===== config.mk =====
export PLATFORM = sky130hd
export DESIGN_NAME = fpm_seq_top
export DESIGN_NICKNAME = d
export VERILOG_FILES = /design/src/rtl/fpm_pkg.sv /design/src/rtl/fpm_addr_watch.sv /design/src/rtl/fpm_reset_seq.sv /design/src/rtl/fpm_read_path.sv /design/src/rtl/fpm_seq_top.sv
export SDC_FILE = /design/constraint.sdc
export NUM_CORES = 1
export LEC_CHECK = 0
export ABC_AREA = 1
export BUFFER_PORTS_ARGS = -buffer_cell sky130_fd_sc_hd__buf_2
export CORE_MARGIN = 10
export CORE_UTILIZATION = 50
export CTS_CLUSTER_DIAMETER = 40
export DETAILED_ROUTE_END_ITERATION = 6
export MAX_ROUTING_LAYER = met4
export PLACE_DENSITY = 0.76
export SLEW_MARGIN = 25
export SYNTH_ARGS = -nofsm -noshare
export SYNTH_HDL_FRONTEND = slang
export SYNTH_SLANG_ARGS = --single-unit

===== constraint.sdc =====
create_clock -name clk -period 1.9 [get_ports clk]
set_clock_uncertainty 0.2 [all_clocks]
set_input_delay 0.095 -clock clk [delete_from_list [all_inputs] [get_ports clk]]
set_output_delay 0.095 -clock clk [all_outputs]
set_load 0.05 [all_outputs]

===== src/rtl/fpm_pkg.sv =====
// Package: shared encodings for the flash power-mode sequencer.
// Assumes nothing beyond IEEE 1800-2017 enums.
package fpm_pkg;

    // Reported device mode, visible at the top-level mode port.
    typedef enum logic [2:0] {
        FPM_ACTIVE  = 3'd0,
        FPM_STANDBY = 3'd1,
        FPM_SLEEP   = 3'd2,
        FPM_RESET   = 3'd3,
        FPM_RECOV   = 3'd4
    } fpm_mode_e;

    // Internal reset sequencer state.
    typedef enum logic [1:0] {
        RS_RUN   = 2'd0,
        RS_HOLD  = 2'd1,
        RS_RECOV = 2'd2
    } rs_state_e;

endpackage


===== src/rtl/fpm_addr_watch.sv =====
// Module: fpm_addr_watch
// Watches the address bus and reports a change each cycle. Counts how many
// consecutive edges the address has been stable and flags sleep when the
// count reaches T_SLEEP.
// Assumes: T_SLEEP >= 1; clr forces the stability count back to zero.
module fpm_addr_watch #(
    parameter int AW      = 8,
    parameter int T_SLEEP = 6
) (
    input  logic          clk,
    input  logic          rst_n,
    input  logic [AW-1:0] addr,
    input  logic          clr,
    output logic          addr_chg,
    output logic          asleep
);
    localparam int CW = $clog2(T_SLEEP + 1);

    logic [AW-1:0] addr_q;
    logic [CW-1:0] stab_cnt;

    // Compare the live bus with the value seen at the last edge.
    assign addr_chg = (addr != addr_q);

    // Register the address and count stable edges, saturating at T_SLEEP.
    always_ff @(posedge clk) begin
        if (!rst_n) begin
            addr_q   <= '0;
            stab_cnt <= '0;
        end else begin
            addr_q <= addr;
            if (clr || addr_chg) begin
                stab_cnt <= '0;
            end else if (stab_cnt != CW'(T_SLEEP)) begin
                stab_cnt <= stab_cnt + 1'b1;
            end
        end
    end

    // Sleep holds once the stability count has saturated.
    assign asleep = (stab_cnt == CW'(T_SLEEP));

endmodule


===== src/rtl/fpm_reset_seq.sv =====
// Module: fpm_reset_seq
// Filters the hardware reset pin for a minimum low width, then runs the
// hold and recovery phases. It times the ready/busy hold after a reset that
// cut an embedded operation short, and the read hold-off after release.
// Assumes: hw_rst_n is synchronous to clk; T_RP, T_RH >= 1.
module fpm_reset_seq
    import fpm_pkg::*;
#(
    parameter int T_RP       = 4,
    parameter int T_RDY_BUSY = 10,
    parameter int T_RDY_IDLE = 3,
    parameter int T_RH       = 2
) (
    input  logic      clk,
    input  logic      rst_n,
    input  logic      hw_rst_n,
    input  logic      eng_busy,
    output rs_state_e state,
    output logic      eng_abort,
    output logic      ready
);
    localparam int WW   = $clog2(T_RP + 1);
    localparam int RMAX = (T_RDY_BUSY > T_RDY_IDLE) ? T_RDY_BUSY : T_RDY_IDLE;
    localparam int RW   = $clog2(RMAX + 1);
    localparam int HW   = $clog2(T_RH + 1);

    logic [WW-1:0] wid_cnt;
    logic [RW-1:0] rdy_cnt;
    logic [HW-1:0] rh_cnt;
    logic          hold_busy;
    logic          qualify;

    // A pulse qualifies on the T_RP-th consecutive low edge.
    assign qualify = !hw_rst_n && (wid_cnt == WW'(T_RP - 1)) && (state != RS_HOLD);

    // Count consecutive low edges of the reset pin, saturating.
    always_ff @(posedge clk) begin
        if (!rst_n) begin
            wid_cnt <= '0;
        end else if (hw_rst_n) begin
            wid_cnt <= '0;
        end else if (wid_cnt != WW'(T_RP - 1)) begin
            wid_cnt <= wid_cnt + 1'b1;
        end
    end

    // Sequence run -> hold -> recovery -> run, with the post-release hold-off.
    always_ff @(posedge clk) begin
        if (!rst_n) begin
            state  <= RS_RUN;
            rh_cnt <= '0;
        end else if (qualify) begin
            state <= RS_HOLD;
        end else begin
            case (state)
                RS_HOLD: begin
                    if (hw_rst_n) begin
                        state  <= RS_RECOV;
                        rh_cnt <= HW'(T_RH);
                    end
                end
                RS_RECOV: begin
                    if (rh_cnt == '0 && rdy_cnt == '0) begin
                        state <= RS_RUN;
                    end else if (rh_cnt != '0) begin
                        rh_cnt <= rh_cnt - 1'b1;
                    end
                end
                default: ;
            endcase
        end
    end

    // Load the internal recovery time at qualification and run it down.
    always_ff @(posedge clk) begin
        if (!rst_n) begin
            rdy_cnt   <= '0;
            hold_busy <= 1'b0;
        end else if (qualify) begin
            rdy_cnt   <= eng_busy ? RW'(T_RDY_BUSY) : RW'(T_RDY_IDLE);
            hold_busy <= eng_busy;
        end else if (rdy_cnt != '0) begin
            rdy_cnt <= rdy_cnt - 1'b1;
        end
    end

    // One-cycle abort to the engine when a reset cuts a running operation.
    always_ff @(posedge clk) begin
        if (!rst_n) begin
            eng_abort <= 1'b0;
        end else begin
            eng_abort <= qualify && eng_busy;
        end
    end

    // Busy while the engine runs or while an interrupted operation recovers.
    assign ready = !eng_busy && !(hold_busy && (rdy_cnt != '0));

endmodule


===== src/rtl/fpm_read_path.sv =====
// Module: fpm_read_path
// Times each array access and holds the last word read. The word is
// captured at the edge where the access count runs out. The driver enable
// rises once the access is complete and the read is allowed.
// Assumes: T_ACC >= 1; reload restarts the access from the full time.
module fpm_read_path #(
    parameter int DW    = 16,
    parameter int T_ACC = 4
) (
    input  logic          clk,
    input  logic          rst_n,
    input  logic          reload,
    input  logic          rd_en,
    input  logic [DW-1:0] arr_data,
    output logic [DW-1:0] data_out,
    output logic          data_oe,
    output logic          valid
);
    localparam int AC = $clog2(T_ACC + 1);

    logic [AC-1:0] acc_cnt;
    logic [DW-1:0] hold_q;

    // Run the access counter and capture the word when it expires.
    always_ff @(posedge clk) begin
        if (!rst_n) begin
            acc_cnt <= AC'(T_ACC);
            hold_q  <= '0;
        end else if (reload) begin
            acc_cnt <= AC'(T_ACC);
        end else if (acc_cnt != '0) begin
            acc_cnt <= acc_cnt - 1'b1;
            if (acc_cnt == AC'(1)) begin
                hold_q <= arr_data;
            end
        end
    end

    // The held word is valid once no access is pending.
    assign valid    = (acc_cnt == '0);
    assign data_out = hold_q;
    assign data_oe  = rd_en && valid;

endmodule


===== src/rtl/fpm_seq_top.sv =====
// Module: fpm_seq_top
// Top of the flash power-mode and reset sequencer. Joins the address
// watcher, the reset sequencer and the read path, and derives the reported
// mode, the low-current flag and the decoder gates.
// Assumes: every strobe is synchronous to clk; T_ACC+T_MARGIN >= T_ACC, so a
// word is always captured before sleep is entered.
module fpm_seq_top
    import fpm_pkg::*;
#(
    parameter int AW         = 8,
    parameter int DW         = 16,
    parameter int T_ACC      = 4,
    parameter int T_MARGIN   = 2,
    parameter int T_RP       = 4,
    parameter int T_RDY_BUSY = 10,
    parameter int T_RDY_IDLE = 3,
    parameter int T_RH       = 2
) (
    input  logic          clk,
    input  logic          rst_n,
    input  logic          ce_n,
    input  logic          oe_n,
    input  logic          we_n,
    input  logic          hw_rst_n,
    input  logic [AW-1:0] addr,
    input  logic          eng_busy,
    input  logic [DW-1:0] arr_data,
    output logic [DW-1:0] data_out,
    output logic          data_oe,
    output logic          ready,
    output logic          cmd_en,
    output logic          dec_clr,
    output logic          eng_abort,
    output logic          lp_sleep,
    output logic [2:0]    mode
);
    localparam int T_SLEEP = T_ACC + T_MARGIN;

    rs_state_e rs_state;
    logic      in_run;
    logic      addr_chg;
    logic      asleep;
    logic      rd_valid;
    logic      rd_reload;
    logic      rd_en;
    fpm_mode_e mode_w;

    // Running means neither holding in reset nor recovering from it.
    assign in_run = (rs_state == RS_RUN);

    fpm_addr_watch #(
        .AW      (AW),
        .T_SLEEP (T_SLEEP)
    ) u_watch (
        .clk      (clk),
        .rst_n    (rst_n),
        .addr     (addr),
        .clr      (!in_run),
        .addr_chg (addr_chg),
        .asleep   (asleep)
    );

    fpm_reset_seq #(
        .T_RP       (T_RP),
        .T_RDY_BUSY (T_RDY_BUSY),
        .T_RDY_IDLE (T_RDY_IDLE),
        .T_RH       (T_RH)
    ) u_rst (
        .clk       (clk),
        .rst_n     (rst_n),
        .hw_rst_n  (hw_rst_n),
        .eng_busy  (eng_busy),
        .state     (rs_state),
        .eng_abort (eng_abort),
        .ready     (ready)
    );

    // A fresh access is needed after a new address, deselect or any reset.
    assign rd_reload = addr_chg || ce_n || !in_run || !hw_rst_n;
    assign rd_en     = in_run && hw_rst_n && !ce_n && !oe_n;

    fpm_read_path #(
        .DW    (DW),
        .T_ACC (T_ACC)
    ) u_read (
        .clk      (clk),
        .rst_n    (rst_n),
        .reload   (rd_reload),
        .rd_en    (rd_en),
        .arr_data (arr_data),
        .data_out (data_out),
        .data_oe  (data_oe),
        .valid    (rd_valid)
    );

    // Mode priority: reset phases, then standby, then sleep, else active.
    always_comb begin
        if (rs_state == RS_HOLD) begin
            mode_w = FPM_RESET;
        end else if (rs_state == RS_RECOV) begin
            mode_w = FPM_RECOV;
        end else if (ce_n && hw_rst_n && !eng_busy) begin
            mode_w = FPM_STANDBY;
        end else if (asleep && rd_valid) begin
            mode_w = FPM_SLEEP;
        end else begin
            mode_w = FPM_ACTIVE;
        end
    end

    assign mode     = mode_w;
    assign lp_sleep = asleep && oe_n && in_run;
    assign cmd_en   = in_run && hw_rst_n && !ce_n && !we_n;
    assign dec_clr  = (rs_state == RS_HOLD);

endmodule


== Yosys cells after proc, flatten, opt, wreduce, memory -nomap -nowiden ==
Cells that the tools add are included.
Word-level totals
  register bits: 43
  bits of input ports: 31
  output and inout bits: 25
  logic and storage cells: 93
Operators by class
  add/subtract/negate cells: 5
  equal/unequal tests: 15
  mux-type cells: 14
  bitwise gates (word level): 3
  reductions and logical operators: 45
Operators with widths (count)
  $logic_and 1x1->1: 16
  $mux 2: 6
  $mux 4: 3
  $reduce_and 3->1: 3
  $ne 8x8->1: 1
  $pmux 2 s2: 2
  $reduce_or 2->1: 4
  $logic_not 1->1: 7
  $add 3x1->3 const B: 2
  $mux 3: 2
  $ne 2x1->1 const B: 3
  $ne 3x2->1 const B: 2
  $reduce_bool 2->1: 3
  $reduce_bool 3->1: 2
  $reduce_and 5->1: 1
  $logic_not 2->1: 2
  $logic_not 4->1: 1
  $logic_or 1x1->1: 4
  $ne 2x2->1 const B: 2
  $reduce_bool 4->1: 1
  $sub 4x1->4 const B: 1
  $eq 3x1->1 const B: 1
  $eq 3x2->1 const B: 1
  $eq 3x3->1 const B: 1
  other kinds (9): 11

== Logic depth before layout (Yosys ltp) ==
  depth in word-level cells: 6
  depth in mapped cells: 10
  depth with buffers taken out: 9

== Modules after synthesis ==
Synthesis repeated with hierarchy kept, for this count alone.
Unflattened totals
  cell total of the unflattened synthesis: 319
  area, all modules: 2238.4 µm²
By module, submodules not included
  fpm_read_path: times used 1, cells each 131, area an instance 942.2 µm², seq. area each 380.4 µm²
  fpm_reset_seq: times used 1, cells each 94, area an instance 684.4 µm², seq. area each 260.2 µm²
  fpm_addr_watch: times used 1, cells each 72, area an instance 518.0 µm², seq. area each 220.2 µm²
  fpm_seq_top: times used 1, cells each 22, area an instance 93.8 µm², seq. area each 0.0 µm²

== Least setup slack after synthesis ==
OpenSTA, ideal clock, no wires.
  path type: register -> output
  start: register u_rst.state[0]
  end: output port mode[1]
  data arrival time: 2.604 ns
  data required time: 1.605 ns
  slack: -0.999 ns
  stages on the path, launching flop included: 4
  path buffers: 0
  path through: dfxtp_1 > inv_1 > ha_1 > o41ai_1
Between the ends
  word-level cells in the longest chain between the ends: 3
  elaborated cells on any way between the ends: 4
  classes of those cells: 2 x eq/ne; 2 x mux
Ends and longest elaborated chain
  start, declared: RTL line fpm_reset_seq.sv:18  | output rs_state_e state,
  start signal, assigned: RTL line fpm_reset_seq.sv:50  | state <= RS_RUN;
  start signal, assigned: RTL line fpm_reset_seq.sv:53  | state <= RS_HOLD;
  start signal, assigned: RTL line fpm_reset_seq.sv:58  | state <= RS_RECOV;
  $eq 2x2->1: RTL line fpm_seq_top.sv:100  | end else if (rs_state == RS_RECOV) begin
  $mux 3: RTL line fpm_seq_top.sv:100
  $mux 3 *: RTL line fpm_seq_top.sv:98  | if (rs_state == RS_HOLD) begin
  end, declared: RTL line fpm_seq_top.sv:35  | output logic [2:0] mode
Mark *: on every way between the ends. The rest lies on a longest branch, timed or not.

== Worst setup path after layout ==
Same ends and word-level chain as after synthesis.

==> insert_results.sql <==
INSERT INTO impl_metrics (metric_group, metric, value, unit) VALUES
('floorplan', 'boundaryPins', '56', ''),
('power', 'leakagePower', '0.00155', 'µW'),
('clock_network', 'clkSinkCount', '43', ''),
('logic_synthesis', 'post_synth_xor_area_fraction', '0.0413', ''),
('floorplan', 'row_count', '23', ''),
('global_route', 'grt_start_max_net_pins', '33', ''),
('logic_synthesis', 'postSynthCellCount', '299', ''),
('critical_path', 'worst-path-buf-inv', '2', ''),
('logic_synthesis', 'area_fraction_in_compound_gates_after_synthesis', '0.0561', ''),
('global_route', 'grt_pass1_wl', '8270', 'µm'),
('routing', 'detail_route.wl_per_cell', '11.8', 'µm'),
('sta', 'layout_worst_path_cycle_share', '0.980', ''),
('clock_network', 'cts.repair_timing.setup_buffer_count', '0', ''),
('cells_and_area', 'n_antenna_cell', '0', ''),
('sta', 'slew_violations', '0', ''),
('cells_and_area', 'finished_layout_cell_area', '2910', 'µm²'),
('sta', 'final.min_clock_period', '1.86', 'ns'),
('global_route', 'global_route.overflow_total', '0', ''),
('logic_synthesis', 'post_synth_num_cell_types', '28', ''),
('floorplan', 'die_boundary_height', '85.1', 'µm'),
('critical_path', 'timing_worst_setup_path_type', 'flop to output pin', ''),
('logic_synthesis', 'yosys_register_bits', '43', ''),
('clock_network', 'cts_made_buffers', '5', ''),
('critical_path', 'critical_path.top_delay_family', 'compound AO/OA/AOI/OAI gates', ''),
('floorplan', 'die_width', '85.1', 'µm'),
('clock_network', 'clock_tree.buffer_depth', '2', ''),
('critical_path', 'crit_slowest_cell', 'sky130_fd_sc_hd__o41ai_4', ''),
('critical_path', 'critical_path_required', '1.60', 'ns'),
('logic_synthesis', 'synth-warning-count', '0', ''),
('critical_path', 'cp_max_fo', '8', ''),
('sta', 'setup_viol', '0', ''),
('logic_synthesis', 'number_of_nets_produced_by_synthesis', '343', ''),
('logic_synthesis', 'synth_simple_gate_area_share', '0.283', ''),
('critical_path', 'timing.critical_path.slowest_cell_delay', '0.38', 'ns'),
('routing', 'wl', '5170', 'µm'),
('cells_and_area', 'area_growth_syn_to_layout', '37.1', '%'),
('place', 'dpl.hpwl', '3440', 'µm'),
('sta', 'hold_slack', '0.0233', 'ns'),
('sta', 'tightest_slew', '0.267', 'ns'),
('job', 'timing.max_cap.violations', '0', ''),
('logic_synthesis', 'synthesis.area', '2120', 'µm²'),
('power', 'power_per_cell_area', '682', 'nW/µm²'),
('global_route', 'grt.total_usage', '0.140', ''),
('cells_and_area', 'final_core_util', '0.716', ''),
('place', 'placement.cell_area', '2450', 'µm²'),
('place', 'place.port_buffers', '55', ''),
('routing', 'post-route-drc-count', '0', ''),
('routing', 'vias_per_cell', '4.54', ''),
('critical_path', 'worst-endpoint-arrival', '1.57', 'ns'),
('sta', 'unrepaired_setup_endpoints_after_global_routing', 'yes', ''),
('power', 'final_total_pwr', '1980', 'µW'),
('clock_network', 'clkTransAtPathRegs', '0.08', 'ns'),
('global_route', 'antenna_found_initial', '0', ''),
('clock_network', 'htreeDepth', '2', ''),
('critical_path', 'crit_path_cell_trace', 'inv_1, ha_2, o41ai_4, buf_6', ''),
('floorplan', 'coreArea', '4060', 'µm²'),
('logic_synthesis', 'synthAdderAreaFrac', '0.0767', ''),
('floorplan', 'die_area', '7240', 'µm²'),
('sta', 'timing.max_slew.rel_slack', '0.821', ''),
('logic_synthesis', 'synth_mux_area_frac', '0.00472', ''),
('critical_path', 'critPathLaunchType', 'flop', ''),
('cells_and_area', 'final_nets', '431', ''),
('power', 'vdd_ir_drop_max', '613', 'µV'),
('clock_network', 'clock-root-buffer', 'sky130_fd_sc_hd__clkbuf_8', ''),
('status', 'run_status', 'complete, no violations', ''),
('floorplan', 'starting_density_of_the_core', '0.522', ''),
('logic_synthesis', 'combinational_family_with_the_most_area_after_synthesis', 'simple AND/OR/NAND/NOR gates', ''),
('critical_path', 'endpoint_kind', 'output pin', ''),
('routing', 'drt_pre_antenna_iters', '4', ''),
('worst_hold_path', 'holdCritPathClass', 'input port to flop', ''),
('routing', 'drt_iter0_drc', '77', ''),
('cells_and_area', 'layout-drive-gt1-share', '0.227', ''),
('global_route', 'grt_pass1_vias', '1946', ''),
('clock_network', 'clock_insertion_delay_worst_skew', '0.30', 'ns'),
('routing', 'vias', '1988', ''),
('logic_synthesis', 'synth.yosys.seq_area_share', '0.406', ''),
('place', 'finalWeightedCongestion', '0.816', ''),
('logic_synthesis', 'synth.avg_cell_area', '7.09', 'µm²'),
('clock_network', 'cts_tree', 'yes', ''),
('sta', 'hold_viol_final', '0', ''),
('routing', 'number_of_routed_nets_with_antenna_violations', '0', ''),
('sta', 'fmax', '0.537', 'GHz');
stage by stage:
stage	setup TNS, ns	setup slack, ns	cells
after global placement	0	0.129	400
after detailed placement	0	0.0671	400
final	0	0.0371	438
after global routing	-0.135	-0.0396	438
after CTS	0	0.00958	435
after floorplan	-0.0604	-0.0604	299
cell type report:
type | count | area (µm²)
clock inverter | 3 | 15.0
inverter | 60 | 225
multi-input combinational | 192 | 1090
sequential | 43 | 862
clock buffer | 5 | 68.8
timing repair buffer | 85 | 587
fill | 329 | 1150
tap | 50 | 62.6
worst min-delay path, delay by kind of cell:
kind,cells,cell delay (ns)
and+or+nand+nor,3,0.24
buffers and inverters,1,0.13
kinds of logic (layout without fill, tap and decap cells):
logic type | after synthesis | after routing
buffers and inverters | 67 | 153
DFF | 43 | 43
xor gates and xnor gates | 10 | 10
muxes | 1 | 1
and+or+nand+nor | 143 | 146
AOI/OAI and AO/OA | 22 | 22
adders and majority gates | 13 | 13
path summary, 6_finish.rpt:
path | from | endpoint | slack (ns) | cells after the start
setup reg to reg | u_read.acc_cnt[0] | u_read.data_out[11] | 0.06 | 8
hold reg to reg | u_rst.rh_cnt[1] | u_rst.rh_cnt[1] | 0.26 | 2
hold / removal | hw_rst_n | u_rst.eng_abort | 0.02 | 4
setup / recovery | u_rst.state[0] | mode[1] | 0.04 | 4
Yosys cell counts, drive strengths merged:
master	count	share of area
a211oi	1	0.0035
a21oi	12	0.028
buf	6	0.024
clkbuf	1	0.0018
dfxtp	43	0.41
ha	13	0.077
inv	60	0.11
mux2i	1	0.0047
nand2	78	0.14
nand3	9	0.032
nand4	1	0.0030
nor2	51	0.095
nor3	3	0.012
nor4	1	0.0030
o21a	1	0.0035
o21ai	7	0.017
o41ai	1	0.0041
xnor2	6	0.025
xor2	4	0.017
layout by cell type, fill, tap and decap left out, types with 2 or more instances in the layout:
cell type and n:
sky130_fd_sc_hd__o21ai_0 6, sky130_fd_sc_hd__xor2_1 4, sky130_fd_sc_hd__nor3_2 2, sky130_fd_sc_hd__buf_4 3
sky130_fd_sc_hd__clkinv_2 3, sky130_fd_sc_hd__inv_1 58, sky130_fd_sc_hd__nand3_1 6, sky130_fd_sc_hd__nor2_4 3
sky130_fd_sc_hd__a21oi_1 12, sky130_fd_sc_hd__buf_6 3, sky130_fd_sc_hd__ha_2 4, sky130_fd_sc_hd__buf_2 52
sky130_fd_sc_hd__inv_2 2, sky130_fd_sc_hd__dfxtp_1 42, sky130_fd_sc_hd__ha_1 9, sky130_fd_sc_hd__clkbuf_8 5
sky130_fd_sc_hd__nor2_1 48, sky130_fd_sc_hd__dlygate4sd3_1 27, sky130_fd_sc_hd__nand3_4 3, sky130_fd_sc_hd__xnor2_1 6
sky130_fd_sc_hd__nand3_2 3, sky130_fd_sc_hd__nand2_1 76
layer usage:
layer	wire length, µm	share of wire	vias up	track usage
li1	-	-	1075	-
met1	2250	0.43	855	0.139
met2	2570	0.50	49	0.251
met3	270	0.052	9	0.0411
met4	91	0.018	0	0.0524
met5	0	0	-	-
sequential cells by signal, indices dropped and copies added, names as in the netlist:
signal and count:
u_read.data_out 16, u_watch.addr_q 8, u_watch.stab_cnt 3, u_read.acc_cnt 3
u_rst.rh_cnt 2, u_rst.eng_abort 1, u_rst.hold_busy 1, u_rst.state 2
u_rst.wid_cnt 3, u_rst.rdy_cnt 4
where the power goes:
| part | leakage (µW) | total, µW | internal (µW) | switching [µW] |
|---|---|---|---|---|
| combinational | 0.00115 | 453 | 192 | 261 |
| clock | 0.0000477 | 556 | 252 | 304 |
| sequential | 0.000350 | 974 | 952 | 22.5 |
| total | 0.00155 | 1980 | 1400 | 588 |
what timing repair did:
action | CTS | global route
hold buffers | 27 | 0
resized for setup | 6 | 16
endpoints found under the setup margin | 2 | 21
pin swaps | 0 | 3
endpoints found under the hold margin | 35 | 0
cloned | 0 | 3
No activity file was read; power rests on OpenSTA's default activity.
